==> config.mk <==
export PLATFORM = sky130hd
export DESIGN_NAME = irq_prio_ctrl
export DESIGN_NICKNAME = d
export VERILOG_FILES = /design/src/rtl/irqc_pkg.sv /design/src/rtl/irqc_pending.sv /design/src/rtl/irqc_arbiter.sv /design/src/rtl/irqc_request.sv /design/src/rtl/irq_prio_ctrl.sv
export SDC_FILE = /design/constraint.sdc
export NUM_CORES = 1
export LEC_CHECK = 0
export BUFFER_PORTS_ARGS = -buffer_cell sky130_fd_sc_hd__buf_2
export CAP_MARGIN = 20
export CORE_MARGIN = 2
export CORE_UTILIZATION = 38
export DETAILED_ROUTE_END_ITERATION = 6
export GPL_TIMING_DRIVEN = 0
export MAX_ROUTING_LAYER = met4
export PLACE_DENSITY_LB_ADDON = 0.1
export REMOVE_ABC_BUFFERS = 1
export SLEW_MARGIN = 20
export SYNTH_ARGS = -nofsm -noshare
export SYNTH_HDL_FRONTEND = slang
export SYNTH_SLANG_ARGS = --single-unit
==> constraint.sdc <==
create_clock -name clk -period 1.5 [get_ports clk]
set_input_delay 0.3 -clock clk [delete_from_list [all_inputs] [get_ports clk]]
set_output_delay 0.3 -clock clk [all_outputs]
set_load 0.005 [all_outputs]
==> src/rtl/irqc_pkg.sv <==
package irqc_pkg;

  typedef enum logic [1:0] {
    SRC_NONE = 2'd0,
    SRC_FP   = 2'd1,
    SRC_EXT  = 2'd2,
    SRC_DEC  = 2'd3
  } irq_src_e;

  localparam int FLAG_W        = 2;
  localparam int FLAG_FP_CAUSE = 0;
  localparam int FLAG_NEXT_PC  = 1;

  // Fixed priority: FP first (unmasked), then external, then decrementer.
  function automatic irq_src_e pick_source(input logic fp_hit,
                                           input logic ext_pend,
                                           input logic dec_pend,
                                           input logic ext_en);
    if (fp_hit)                return SRC_FP;
    else if (ext_en && ext_pend) return SRC_EXT;
    else if (ext_en && dec_pend) return SRC_DEC;
    else                         return SRC_NONE;
  endfunction

  function automatic logic [FLAG_W-1:0] flags_of(input irq_src_e src);
    logic [FLAG_W-1:0] f;
    f = '0;
    if (src == SRC_FP) begin
      f[FLAG_FP_CAUSE] = 1'b1;
      f[FLAG_NEXT_PC]  = 1'b1;
    end
    return f;
  endfunction

endpackage

==> src/rtl/irqc_pending.sv <==
module irqc_pending (
  input  logic clk,
  input  logic rst_n,
  input  logic ext_line,
  input  logic dec_pulse,
  input  logic dec_retire,
  output logic ext_pend,
  output logic dec_pend
);

  // External source mirrors the line; delivery never touches it.
  always_ff @(posedge clk or negedge rst_n) begin
    if (!rst_n) ext_pend <= 1'b0;
    else        ext_pend <= ext_line;
  end

  // Decrementer source is one-shot: a new pulse wins over a retire.
  always_ff @(posedge clk or negedge rst_n) begin
    if (!rst_n)          dec_pend <= 1'b0;
    else if (dec_pulse)  dec_pend <= 1'b1;
    else if (dec_retire) dec_pend <= 1'b0;
  end

  AST_DEC_PULSE_SETS: assert property (@(posedge clk) disable iff (!rst_n)
    dec_pulse |=> dec_pend);
  AST_DEC_RETIRE_CLEARS: assert property (@(posedge clk) disable iff (!rst_n)
    dec_retire && !dec_pulse |=> !dec_pend);
  AST_DEC_COINCIDE_KEEPS: assert property (@(posedge clk) disable iff (!rst_n)
    dec_retire && dec_pulse |=> dec_pend);

endmodule

==> src/rtl/irqc_arbiter.sv <==
module irqc_arbiter
  import irqc_pkg::*;
#(
  parameter int unsigned    VEC_W   = 12,
  parameter logic [VEC_W-1:0] VEC_FP  = 'h700,
  parameter logic [VEC_W-1:0] VEC_EXT = 'h500,
  parameter logic [VEC_W-1:0] VEC_DEC = 'h900
) (
  input  logic [1:0]        fp_mode,
  input  logic              fp_summary,
  input  logic              ext_en,
  input  logic              ext_pend,
  input  logic              dec_pend,
  output logic              fp_hit,
  output logic              cand_valid,
  output irq_src_e          cand_src,
  output logic [VEC_W-1:0]  cand_vec,
  output logic [FLAG_W-1:0] cand_flags
);

  assign fp_hit   = (|fp_mode) && fp_summary;
  assign cand_src = pick_source(fp_hit, ext_pend, dec_pend, ext_en);

  always_comb begin
    unique case (cand_src)
      SRC_FP:  cand_vec = VEC_FP;
      SRC_EXT: cand_vec = VEC_EXT;
      SRC_DEC: cand_vec = VEC_DEC;
      default: cand_vec = '0;
    endcase
  end

  assign cand_flags = flags_of(cand_src);
  assign cand_valid = (cand_src != SRC_NONE);

endmodule

==> src/rtl/irqc_request.sv <==
module irqc_request
  import irqc_pkg::*;
#(
  parameter int unsigned VEC_W = 12
) (
  input  logic              clk,
  input  logic              rst_n,
  input  logic              cand_valid,
  input  irq_src_e          cand_src,
  input  logic [VEC_W-1:0]  cand_vec,
  input  logic [FLAG_W-1:0] cand_flags,
  input  logic              fp_hit,
  input  logic              ack,
  output logic              req_valid,
  output logic [VEC_W-1:0]  req_vec,
  output logic [FLAG_W-1:0] req_flags,
  output logic              dec_retire
);

  irq_src_e req_src;
  logic     take;
  logic     load;

  assign take       = req_valid && ack;
  assign load       = !req_valid && cand_valid;
  assign dec_retire = take && (req_src == SRC_DEC);

  always_ff @(posedge clk or negedge rst_n) begin
    if (!rst_n) begin
      req_valid <= 1'b0;
      req_src   <= SRC_NONE;
      req_vec   <= '0;
      req_flags <= '0;
    end else if (take) begin
      req_valid <= 1'b0;
    end else if (load) begin
      req_valid <= 1'b1;
      req_src   <= cand_src;
      req_vec   <= cand_vec;
      req_flags <= cand_flags;
    end
  end

  AST_HOLD_UNTIL_ACK: assert property (@(posedge clk) disable iff (!rst_n)
    req_valid && !ack |=> req_valid && $stable(req_vec) && $stable(req_flags));
  AST_DROP_AFTER_ACK: assert property (@(posedge clk) disable iff (!rst_n)
    req_valid && ack |=> !req_valid);
  AST_FP_WINS: assert property (@(posedge clk) disable iff (!rst_n)
    $rose(req_valid) && $past(fp_hit) |-> req_src == SRC_FP);

endmodule

==> src/rtl/irq_prio_ctrl.sv <==
module irq_prio_ctrl
  import irqc_pkg::*;
#(
  parameter int unsigned      VEC_W   = 12,
  parameter logic [VEC_W-1:0] VEC_FP  = 'h700,
  parameter logic [VEC_W-1:0] VEC_EXT = 'h500,
  parameter logic [VEC_W-1:0] VEC_DEC = 'h900
) (
  input  logic             clk,
  input  logic             rst_n,
  input  logic             ext_irq_line,
  input  logic             dec_underflow,
  input  logic             fp_exc_summary,
  input  logic [1:0]       fp_exc_mode,
  input  logic             ext_irq_enable,
  input  logic             req_ack,
  output logic             req_valid,
  output logic [VEC_W-1:0] req_vector,
  output logic [1:0]       req_flags
);

  logic              ext_pend;
  logic              dec_pend;
  logic              dec_retire;
  logic              fp_hit;
  logic              cand_valid;
  irq_src_e          cand_src;
  logic [VEC_W-1:0]  cand_vec;
  logic [FLAG_W-1:0] cand_flags;

  irqc_pending u_pending (
    .clk        (clk),
    .rst_n      (rst_n),
    .ext_line   (ext_irq_line),
    .dec_pulse  (dec_underflow),
    .dec_retire (dec_retire),
    .ext_pend   (ext_pend),
    .dec_pend   (dec_pend)
  );

  irqc_arbiter #(
    .VEC_W   (VEC_W),
    .VEC_FP  (VEC_FP),
    .VEC_EXT (VEC_EXT),
    .VEC_DEC (VEC_DEC)
  ) u_arbiter (
    .fp_mode    (fp_exc_mode),
    .fp_summary (fp_exc_summary),
    .ext_en     (ext_irq_enable),
    .ext_pend   (ext_pend),
    .dec_pend   (dec_pend),
    .fp_hit     (fp_hit),
    .cand_valid (cand_valid),
    .cand_src   (cand_src),
    .cand_vec   (cand_vec),
    .cand_flags (cand_flags)
  );

  irqc_request #(
    .VEC_W (VEC_W)
  ) u_request (
    .clk        (clk),
    .rst_n      (rst_n),
    .cand_valid (cand_valid),
    .cand_src   (cand_src),
    .cand_vec   (cand_vec),
    .cand_flags (cand_flags),
    .fp_hit     (fp_hit),
    .ack        (req_ack),
    .req_valid  (req_valid),
    .req_vec    (req_vector),
    .req_flags  (req_flags),
    .dec_retire (dec_retire)
  );

  AST_MASKED_SOURCES: assert property (@(posedge clk) disable iff (!rst_n)
    $rose(req_valid) && !$past(fp_hit) |-> $past(ext_irq_enable));
  AST_EXT_FOLLOWS_LINE: assert property (@(posedge clk) disable iff (!rst_n)
    $past(rst_n) |-> ext_pend == $past(ext_irq_line));

endmodule

==> impl_metrics.tcl, run 1 <==
set metrics [dict create \
    internal_power_uw 510 \
    grt_max_degree 10 \
    grt_first_pass_wirelength_um 1400 \
    diodes 0 \
    crit_type "reg -> reg" \
    rows 13 \
    syn-instance-count 43 \
    die_x_um 40.4 \
    portBuffers 15 \
    drt_iter0_markers 1 \
    rsz0062_at_grt "yes" \
    grt_overflow_total 0 \
    worstPathCellList "nand3b_1 -> and2_4 -> ha_4 -> nor2_4 -> mux2_4" \
    seq_power_share_pct 44.5 \
    post-route-drc-count 0 \
    avgSynthCellArea_um2 11.7 \
    fin_crit_sh_pct 101 \
    cts_root_buffer "clkbuf_4" \
    setup_slack_ns -0.0166 \
    clock_latency_ns 0.27 \
    wl_per_cell_um 11.3 \
    hp-class "in -> reg" \
    p_sw_uw 202 \
    slowest_stage "dfrtp_1" \
    ys_warn_count 0 \
    core_area_um2 1270 \
    power_uw 711 \
    ys_seq_area_share_pct 44.8 \
    p_sw_share_pct 28.4 \
    start_kind "flop" \
    routed_wl_um 892 \
    io_pins 24 \
    grt_pass1_vias 337 \
    vias 355 \
    h-tree-depth 1 \
    synthTopCellsByArea "dfrtp_1 45%, buf_4 15%, mux2_4 9.0%, ha_1 7.5%, o21ai_0 3.0%" \
    gp_congestion 0.721 \
    end_kind "flop" \
    start_util_pct 39.6 \
    areaGrowthSynthToFinish_pct 26.6 \
    combPwrFrac_pct 27.9 \
    max_stage_delay_ns 0.37 \
    drt-vias-per-instance 4.49 \
    critPathArrivalTime_ns 1.66 \
    die_h_um 40.4 \
    ir_worst_vdd_mv 0.677 \
    ff2ff_setup_slack_ns -0.02 \
    ant_nets 0 \
    synth_top_area_share_pct 44.8 \
    slew_viol_final 0 \
    timing.hold.ws_ns 0.141 \
    period_needed_ns 1.52 \
    status "complete, but fails checks" \
    p_clk_share_pct 27.6 \
    leakage_nw 0.318 \
    antenna_found_initial 0 \
    clk_pin_slew_worst_paths_ns 0.06 \
    violations "negative setup slack" \
    cp_max_fo 5 \
    cts_num_sinks 9 \
    dieArea_um2 1630 \
    required_ns 1.65 \
    cts_tree "yes" \
    power_density_nw_per_um2 1120 \
    firstDrtPassIters 2 \
    synth-seq-cells 9 \
    grt_usage_pct 15.1 \
    timing_hold_violations_final 0 \
    maxCapViolCount 0 \
    drive_gt1_share_pct 48.4 \
    synthesis.area_um2 503 \
    finClkSkew_ns 0.0108 \
    final_common_cell "buf_2" \
    mostFrequentLayoutCells "15 x buf_2, 9 x dfrtp_1, 8 x conb_1, 4 x buf_4" \
    ys_types 20 \
    dpl.hpwl_um 633 \
    cts_buffer_depth 2 \
    finalNetCount 77 \
    cts_buffers 3 \
    yosys.area.top_type "dfrtp_1" \
    finalSetupViolations 2 \
    max_clock_freq_mhz 659 \
]
## final cells by class
| type | count | area (µm²) |
|---|---|---|
| sequential | 9 | 225 |
| fill | 123 | 632 |
| multi-input combinational | 31 | 251 |
| tap | 15 | 18.8 |
| clock buffer | 4 | 26.3 |
| timing repair buffer | 20 | 115 |
## critical path: cells and delay by family (launching register included)
kind / cells / cell delay, ns
simple gates: 3 / 0.56
mux: 1 / 0.32
flops: 1 / 0.37
fa+ha+maj: 1 / 0.16
## registers in the layout (all words and copies together), names as in the netlist
register and flops:
u_request.req_src 2, u_request.req_valid 1, u_request.req_vec 4, u_pending.dec_pend 1, u_pending.ext_pend 1
## cells by family (layout without fill, tap and decap cells)
group / after synthesis / after routing / share of synthesized area [%]
simple gates: 8 / 8 / 10.2
compound gates: 8 / 8 / 10.9
flops: 9 / 9 / 44.8
other cells: 1 / 8 / 0.746
mux: 4 / 4 / 10.9
fa+ha+maj: 3 / 3 / 7.46
buf+inv: 10 / 24 / 14.9
## cells in the mapped netlist
cell	number
mux2i_1	1
and2_1	1
nand3b_1	1
mux2_4	3
a31oi_1	1
nand2b_1	1
buf_4	10
dfrtp_1	9
o21a_1	1
nor2_4	1
or2_2	1
conb_1	1
nand2_1	1
nor2_1	1
a21o_1	1
nand4_1	1
o21ai_0	3
o41ai_1	1
ha_1	3
o21ba_2	1
## routing by layer
metal | GRT usage (%) | share of wire, % | vias to the layer above
met5 | - | 0 | -
met4 | 12.5 | 3.5 | 0
met3 | 8.33 | 7.5 | 5
met2 | 21.8 | 45 | 15
met1 | 14.6 | 43 | 162
li1 | - | - | 173
## timing repair
item / in CTS / in global routing
resized for setup: 5 / 1
hold endpoints to repair: 9 / 0
hold buffers: 1 / 0
setup endpoints to repair: 6 / 6
buffers inserted: 3 / 1
pin swaps: 1 / 2
## final timing paths
kind                                      startpoint                    end  cells past startpoint
worst max register to register    u_pending.ext_pend  u_request.req_vec[11]                      5
worst min register to register  u_request.req_vec[8]   u_request.req_vec[8]                      1
worst min-delay path                    ext_irq_line     u_pending.ext_pend                      1
max in group asynchronous                      rst_n  u_request.req_vec[10]                      2
min in group asynchronous                      rst_n   u_request.req_vec[9]                      2
worst max-delay path              u_pending.ext_pend  u_request.req_vec[11]                      5
## stage by stage
step / setup WS (ns) / util [%] / instance area [µm²] / std cells / setup TNS [ns]
after floorplan: -0.0458 / - / 454 / 40 / -0.137
after global placement: -0.394 / 43.2 / 548 / 70 / -1.86
after detailed placement: -0.389 / 43.2 / 548 / 70 / -1.86
after CTS: -0.00699 / 49.0 / 622 / 78 / -0.0102
after global routing: -0.0582 / 50.2 / 637 / 79 / -0.198
final: -0.0166 / 50.2 / 637 / 79 / -0.0301
## power groups by stage
stage                     combinational [mW]  sequential (mW)  clock (mW)
after floorplan                       0.0951            0.325           0
after global placement                 0.172            0.322           0
after detailed placement               0.172            0.322           0
after CTS                              0.195            0.317       0.205
after global routing                   0.221            0.325       0.218
final                                  0.199            0.316       0.196
(Power assumes the default switching activity.)
==> inputs of run 2 (changes only) <==
- SKIP_CTS_REPAIR_TIMING: default -> 1
==> run 2 against run 1 <==
The run still ends with negative setup slack left; largest cell class unchanged; via count down 1.1%; die area unchanged; sequential power barely moved; cell area decreased by 3.5%; clock power about the same; hold slack lost 0.00061 ns; worst setup slack got worse by 0.0016 ns; sequential share of layout area rose by 1.3 points; power is 0.87% lower; wire length shrank 2.9%.
==> impl_metrics.tcl, run 2 (synthesized netlist as in run 1, its figures left out) <==
set metrics [dict create \
    status "complete, but fails checks" \
    violations "negative setup slack" \
    required_ns 1.65 \
    crit_type "reg -> reg" \
    grt_pass1_vias 322 \
    grt_usage_pct 14.6 \
    critPathBufInv 0 \
    max_clock_freq_mhz 659 \
    largest_register "u_request.req_vec" \
    critical-path-top-delay-family "simple AND/OR/NAND/NOR gates" \
    power_density_nw_per_um2 1150 \
    antenna_found_initial 0 \
    timing_hold_violations_final 0 \
    met3_length_um 66 \
    grt_first_pass_wirelength_um 1350 \
    grt_overflow_total 0 \
    period_needed_ns 1.52 \
    portBuffers 15 \
    wl_met1_um 373 \
    worstRegToRegCells 5 \
    start_kind "flop" \
    holdCritStartpoint "ext_irq_line" \
    route.met2.wl_um 395 \
    vias 351 \
    areaGrowthSynthToFinish_pct 22.1 \
    critPathArrivalTime_ns 1.67 \
    start_util_pct 39.6 \
    cts_num_sinks 9 \
    maxCapViolCount 0 \
    cts_buffers 3 \
    largest_reg_flops 4 \
    slew_viol_final 0 \
    mostFrequentLayoutCells "15 x buf_2, 9 x dfrtp_1, 8 x conb_1, 3 x mux2_4, 3 x clkbuf_4" \
    fill_cells 128 \
    drive_gt1_share_pct 45.2 \
    h-tree-depth 1 \
    cp_max_fo 5 \
    diodes 0 \
    cts_tree "yes" \
    wl_per_cell_um 11.2 \
    die_h_um 40.4 \
    clock_latency_ns 0.27 \
    die_x_um 40.4 \
    drt_iter0_markers 1 \
    max_stage_delay_ns 0.37 \
    fin_crit_sh_pct 101 \
    min_path_cells 1 \
    timing.rr.start "u_pending.ext_pend" \
    utilization_pct 48.4 \
    routed_wl_um 866 \
    finalSetupViolations 3 \
    post-route-drc-count 0 \
    cts_root_buffer "clkbuf_4" \
    dpl.hpwl_um 633 \
    register_area_um2 225 \
    leakage_nw 0.302 \
    crit_cells 5 \
    tns_ns -0.0346 \
    gp_congestion 0.721 \
    cts_buffer_depth 2 \
    top_regs "u_request.req_vec (4), u_request.req_src (2)" \
    multiInputGateArea_um2 244 \
    drt-vias-per-instance 4.56 \
    topRoutingLayerUsed "met4" \
    rsz0062_at_grt "yes" \
    firstDrtPassIters 2 \
    ir_worst_vdd_mv 0.681 \
    dieArea_um2 1630 \
    end_kind "flop" \
    setup_slack_ns -0.0183 \
    clk_pin_slew_worst_paths_ns 0.06 \
    hp-class "in -> reg" \
    finalNetCount 75 \
    finClkSkew_ns 0.0107 \
    worstPathCellList "nand3b_1 -> and2_4 -> ha_4 -> nor2_4 -> mux2_4" \
    final_common_cell "buf_2" \
    io_pins 24 \
    cp-startpoint "u_pending.ext_pend" \
    ant_nets 0 \
    rows 13 \
    grt_max_degree 10 \
    slowest_stage "dfrtp_1" \
    core_area_um2 1270 \
]
[run 2: power breakdown]
group | internal, mW | switching [mW] | leakage, nW
clock network | 0.103 | 0.0939 | 0.0150
logic | 0.116 | 0.0762 | 0.185
registers | 0.286 | 0.0300 | 0.102
total | 0.505 | 0.200 | 0.302
[run 2: final timing paths]
check                                        end  slack [ns]
max in group asynchronous  u_request.req_vec[10]        0.90
min reg2reg                 u_request.req_vec[8]        0.47
min in group asynchronous   u_request.req_vec[9]        0.40
min                           u_pending.ext_pend        0.14
max reg2reg                u_request.req_vec[11]       -0.02
max                        u_request.req_vec[11]       -0.02
[run 2: per-layer routing]
metal | vias up | global-route usage (%)
met5 | - | -
met2 | 15 | 21.0
li1 | 167 | -
met4 | 0 | 12.5
met1 | 164 | 13.9
met3 | 5 | 8.33
[run 2: metrics by stage]
| step | cells | hold slack [ns] | power [mW] | instance area [µm²] | setup slack (ns) |
|---|---|---|---|---|---|
| after floorplan | 40 | 0.00441 | 0.420 | 454 | -0.0458 |
| after detailed placement | 70 | 0.168 | 0.494 | 548 | -0.389 |
| after global routing | 77 | 0.127 | 0.756 | 614 | -0.0730 |
| after global placement | 70 | 0.166 | 0.493 | 548 | -0.394 |
| after CTS | 74 | -0.127 | 0.695 | 574 | -0.181 |
| final | 77 | 0.140 | 0.705 | 614 | -0.0183 |
[run 2: final cells by class]
cell class | count | area share [%]
clock buffers | 4 | 4.28
well taps | 15 | 3.05
repair buffers | 18 | 16.3
multi-input cells | 31 | 39.7
flip-flops and latches | 9 | 36.7
[run 2: worst reg2reg max path, delay by kind of cell, from the launching register on]
family                   cells  cell delay, ns
adder cells (fa/ha/maj)      1            0.17
multiplexers                 1            0.32
AND/OR/NAND/NOR              3            0.55
flip-flops                   1            0.37
